File: config.mk
export PLATFORM = sky130hd
export DESIGN_NAME = can_irq_unit
export DESIGN_NICKNAME = d
export VERILOG_FILES = /design/src/rtl/can_irq_pkg.sv /design/src/rtl/irq_flag_bit.sv /design/src/rtl/irq_en_reg.sv /design/src/rtl/irq_cmd_pulse.sv /design/src/rtl/can_irq_unit.sv
export SDC_FILE = /design/constraint.sdc
export NUM_CORES = 1
export LEC_CHECK = 0
export BUFFER_PORTS_ARGS = -buffer_cell sky130_fd_sc_hd__buf_2
export CAP_MARGIN = 20
export CORE_MARGIN = 1.5
export CORE_UTILIZATION = 47
export CTS_BUF_LIST = sky130_fd_sc_hd__clkbuf_16
export DETAILED_ROUTE_END_ITERATION = 10
export PLACE_DENSITY = 0.76
export SKIP_CTS_REPAIR_TIMING = 1
export SYNTH_ARGS = -nofsm -noshare
export SYNTH_HDL_FRONTEND = slang
export SYNTH_SLANG_ARGS = --single-unit
File: constraint.sdc
create_clock -name clk_i -period 1.3 [get_ports clk_i]
set_clock_uncertainty 0.05 [all_clocks]
set_input_delay 0.39 -clock clk_i [delete_from_list [all_inputs] [get_ports clk_i]]
set_output_delay 0.39 -clock clk_i [all_outputs]
set_load 0.02 [all_outputs]
File: src/rtl/can_irq_pkg.sv
package can_irq_pkg;
  localparam int unsigned NSRC = 8;
  localparam int unsigned AW   = 2;

  typedef enum logic [AW-1:0] {
    A_FLAG = 2'd0,
    A_EN   = 2'd1,
    A_CMD  = 2'd2,
    A_RSV  = 2'd3
  } reg_addr_e;

  // flag / enable bit map
  localparam int unsigned B_RX    = 0;
  localparam int unsigned B_TX    = 1;
  localparam int unsigned B_EWARN = 2;
  localparam int unsigned B_OVR   = 3;
  localparam int unsigned B_WAKE  = 4;
  localparam int unsigned B_EPASS = 5;
  localparam int unsigned B_ARB   = 6;
  localparam int unsigned B_BERR  = 7;

  // command bits
  localparam int unsigned C_REL    = 2;
  localparam int unsigned C_CLROVR = 3;
endpackage

File: src/rtl/irq_flag_bit.sv
module irq_flag_bit (
  input  logic clk_i,
  input  logic rst_ni,
  input  logic set_i,
  input  logic clr_i,
  output logic q_o
);
  logic q;

  // set dominates clear
  always_ff @(posedge clk_i or negedge rst_ni) begin
    if (!rst_ni) q <= 1'b0;
    else         q <= set_i | (q & ~clr_i);
  end

  assign q_o = q;
endmodule

File: src/rtl/irq_en_reg.sv
module irq_en_reg #(
  parameter int unsigned W = 8
) (
  input  logic         clk_i,
  input  logic         rst_ni,
  input  logic         we_i,
  input  logic [W-1:0] d_i,
  output logic [W-1:0] q_o
);
  logic [W-1:0] q;

  always_ff @(posedge clk_i or negedge rst_ni) begin
    if (!rst_ni)   q <= '0;
    else if (we_i) q <= d_i;
  end

  assign q_o = q;
endmodule

File: src/rtl/irq_cmd_pulse.sv
module irq_cmd_pulse #(
  parameter int unsigned W   = 8,
  parameter int unsigned BIT = 0
) (
  input  logic         clk_i,
  input  logic         rst_ni,
  input  logic         fire_i,
  input  logic [W-1:0] wdata_i,
  output logic         pulse_o
);
  logic p;

  always_ff @(posedge clk_i or negedge rst_ni) begin
    if (!rst_ni) p <= 1'b0;
    else         p <= fire_i & wdata_i[BIT];
  end

  assign pulse_o = p;
endmodule

File: src/rtl/can_irq_unit.sv
module can_irq_unit
  import can_irq_pkg::*;
#(
  parameter int unsigned DW = NSRC
) (
  input  logic          clk_i,
  input  logic          rst_ni,
  input  logic [DW-1:0] ev_i,
  input  logic          rx_pend_i,
  input  logic [AW-1:0] addr_i,
  input  logic          we_i,
  input  logic [DW-1:0] wdata_i,
  output logic [DW-1:0] rdata_o,
  output logic          irq_o,
  output logic          rel_rxbuf_o,
  output logic          clr_ovr_o
);
  localparam int unsigned NF = NSRC;

  logic [NF-1:0] flag_q;
  logic [NF-1:0] en_q;
  logic [NF-1:0] set_v;
  logic [NF-1:0] clr_v;
  logic          wr_flag, wr_en, wr_cmd;

  assign wr_flag = we_i & (addr_i == A_FLAG);
  assign wr_en   = we_i & (addr_i == A_EN);
  assign wr_cmd  = we_i & (addr_i == A_CMD);

  generate
    for (genvar i = 0; i < NF; i++) begin : g_flag
      if (i == B_RX) begin : g_lvl
        assign set_v[i] = ev_i[i] | rx_pend_i;
      end else begin : g_evt
        assign set_v[i] = ev_i[i];
      end
      assign clr_v[i] = wr_flag & wdata_i[i];

      irq_flag_bit u_bit (
        .clk_i  (clk_i),
        .rst_ni (rst_ni),
        .set_i  (set_v[i]),
        .clr_i  (clr_v[i]),
        .q_o    (flag_q[i])
      );
    end
  endgenerate

  irq_en_reg #(.W(NF)) u_en (
    .clk_i  (clk_i),
    .rst_ni (rst_ni),
    .we_i   (wr_en),
    .d_i    (wdata_i[NF-1:0]),
    .q_o    (en_q)
  );

  irq_cmd_pulse #(.W(DW), .BIT(C_REL)) u_rel (
    .clk_i   (clk_i),
    .rst_ni  (rst_ni),
    .fire_i  (wr_cmd),
    .wdata_i (wdata_i),
    .pulse_o (rel_rxbuf_o)
  );

  irq_cmd_pulse #(.W(DW), .BIT(C_CLROVR)) u_clrovr (
    .clk_i   (clk_i),
    .rst_ni  (rst_ni),
    .fire_i  (wr_cmd),
    .wdata_i (wdata_i),
    .pulse_o (clr_ovr_o)
  );

  assign irq_o = |(flag_q & en_q);

  always_comb begin
    rdata_o = '0;
    case (reg_addr_e'(addr_i))
      A_FLAG:  rdata_o[NF-1:0] = flag_q;
      A_EN:    rdata_o[NF-1:0] = en_q;
      default: rdata_o = '0; // command is write-only
    endcase
  end
endmodule

==> impl_metrics.yaml <==
clock_network:
  clkLatencyLatePin_ns: 0.24
  cts_sinks: 18
  cts_root_buf: "clkbuf_16"
  cts_buffer_depth: 2
  cts_made_buffers: 3
  cts_tree: "yes"
  path_clk_slew_ns: 0.05
  htree_levels: 1
synth:
  synth_area_per_cell_um2: 11.6
  yosys_warnings: 0
  synth_ff_type: "dfrtp_1"
  synth_area_leaders: "dfrtp_1, mux2_4, mux2i_1"
  ys_seq_area_frac: 0.499
  syn_inst: 78
  synth_top_cells_by_count: "dfrtp_1, nor2_1, a31oi_1, mux2_4, mux2i_1"
  synth_top_area_frac: 0.499
  synth_nets: 100
  netlist_area_um2: 902
  synthArstFlopShare: 1.00
  yosysMostFrequentCell: "dfrtp_1"
  synth_seq_cells: 18
  synth_edf_count: 0
  synth_top_area_cell: "dfrtp_1"
  ys_types: 15
routing:
  vias_per_cell: 5.16
  drt-wirelength-per-cell_um: 13.8
  routed_wl_um: 2080
  num_vias: 779
  drt_iter0_drc: 10
  drtAntennaViolNets: 0
  drtPass1Iterations: 4
  drc: 0
sta:
  timing.final.crit_share: 1.20
  slew_headroom: 0.736
  maxSlewViolCount: 0
  tightest_slew_ns: 0.396
  hold_viol_final: 0
  setup_ws_ns: -0.259
  setup_viol: 9
  layout_min_cycle_time_ns: 1.56
  rsz0062_at_grt: "yes"
  worst_hold_slack_ns: 0.0168
  fmax_ghz: 0.641
  setup_tns_ns: -1.66
floorplan:
  rows: 15
  die_h_um: 46.8
  start_util: 0.511
  core_area_um2: 1760
  fp.dieW_um: 46.8
  dieArea_um2: 2190
  io_pins: 33
place:
  port_buffers: 32
  dp_hpwl_um: 1490
  gp_congestion: 0.741
final_layout:
  fin_util: 0.774
  diodes: 0
  nets: 149
  area_delta_synth_final_pct: 51.5
  drive_gt1_frac: 0.587
pwr:
  ir_drop_uv: 840
  power_uw: 1710
  power.density_nw_per_um2: 1250
  leakage_uw: 0.000688
worst_setup_path:
  max_stage_delay_ns: 0.38
  reg2regPathDepth: 2
  reg2reg_from: "u_en.q_o[1]$_DFFE_PN0P_"
  arrival_ns: 1.12
  path_max_fanout: 2
  crit_type: "flip-flop to primary output"
  reg2reg_slack_ns: 0.33
  cp-end-kind: "primary output"
  cp_cell_sequence: "buf_4, mux2i_2, nor2_2, buf_6"
  slowest_stage: "dfrtp_1"
  timing.rr.end: "u_en.q_o[1]$_DFFE_PN0P_"
  start_kind: "flip-flop"
  worstPathRequired_ns: 0.86
global_routing:
  grt_pass1_vias: 689
  grt_use_total: 0.191
  grt_max_degree: 19
  antenna_found_initial: 0
  grt_pass1_wl_um: 2950
  grt_overflow: 0
min_path:
  hold_path_class: "input port to asynchronous set/reset pin"
flow_run:
  cap_violations: 0
status:
  status: "finished with violations"
  violations: "setup timing"
-- layout make-up --
class	count	area, µm²
well taps	25	31.3
flip-flops and latches	18	450
clock inverters	1	3.75
multi-input cells	51	460
repair buffers	46	319
fillers	131	398
clock buffers	3	75.1
inverters	7	26.3
-- per-stage QoR --
stage	setup WS (ns)	instance area, µm²	instances
floorplan	0.0153	922	78
global placement	-0.309	1160	141
detailed placement	-0.361	1160	141
CTS	-0.362	1240	145
global route	-0.311	1370	151
finish	-0.259	1370	151
-- per-layer routing --
layer	global-route usage	share of wire
met1	0.242	0.42
met4	0.0500	0.0082
met3	0.0346	0.047
met5	0	0
met2	0.334	0.52
-- sequential cells by signal, indices dropped and copies added (netlist names) --
| name | flops |
|---|---|
| g_flag.u_bit.q_o | 8 |
| u_clrovr.pulse_o | 1 |
| u_en.q_o | 8 |
| u_rel.pulse_o | 1 |
-- worst max-delay path: cells and delay by family, from the launching register on --
kind	cells	cell delay (ns)
AND/OR/NAND/NOR	1	0.06
flip-flops	1	0.38
buffers and inverters	2	0.27
multiplexers	1	0.17
-- cells in the final DEF, fill, tap and decap left out, types with 2 or more instances in the layout --
| master | n |
|---|---|
| inv_1 | 7 |
| buf_2 | 24 |
| a31oi_1 | 8 |
| mux2i_1 | 5 |
| buf_6 | 9 |
| mux2i_2 | 3 |
| nor2_2 | 8 |
| clkbuf_16 | 3 |
| a22oi_2 | 4 |
| dfrtp_1 | 18 |
| buf_4 | 13 |
| nor2_1 | 8 |
| mux2_4 | 8 |
| and3_1 | 2 |
-- worst max-delay path by stage --
stage | startpoint | to | slack [ns] | depth (start not counted)
after global routing | u_en.q_o[1]$_DFFE_PN0P_ | irq_o | -0.31 | 3
after CTS | addr_i[0] | rdata_o[5] | -0.36 | 4
after detailed placement | addr_i[0] | rdata_o[5] | -0.36 | 4
after floorplan | addr_i[0] | rdata_o[3] | 0.02 | 3
after global placement | addr_i[0] | rdata_o[1] | -0.31 | 4
final | g_flag[1].u_bit.q_o$_DFF_PN0_ | rdata_o[1] | -0.26 | 4
-- power by group --
group          internal [µW]  switching [µW]  leakage [µW]  total, µW
Clock                    408             195     0.0000385        604
Combinational            255             176      0.000455        431
Sequential               619            55.9      0.000195        675
-- cells by family after synthesis --
group	share of synthesized area
and+or+nand+nor	0.143
DFF	0.499
muxes	0.222
AOI/OAI and AO/OA	0.0888
buffers and inverters	0.0472
(Power assumes the default switching activity.)
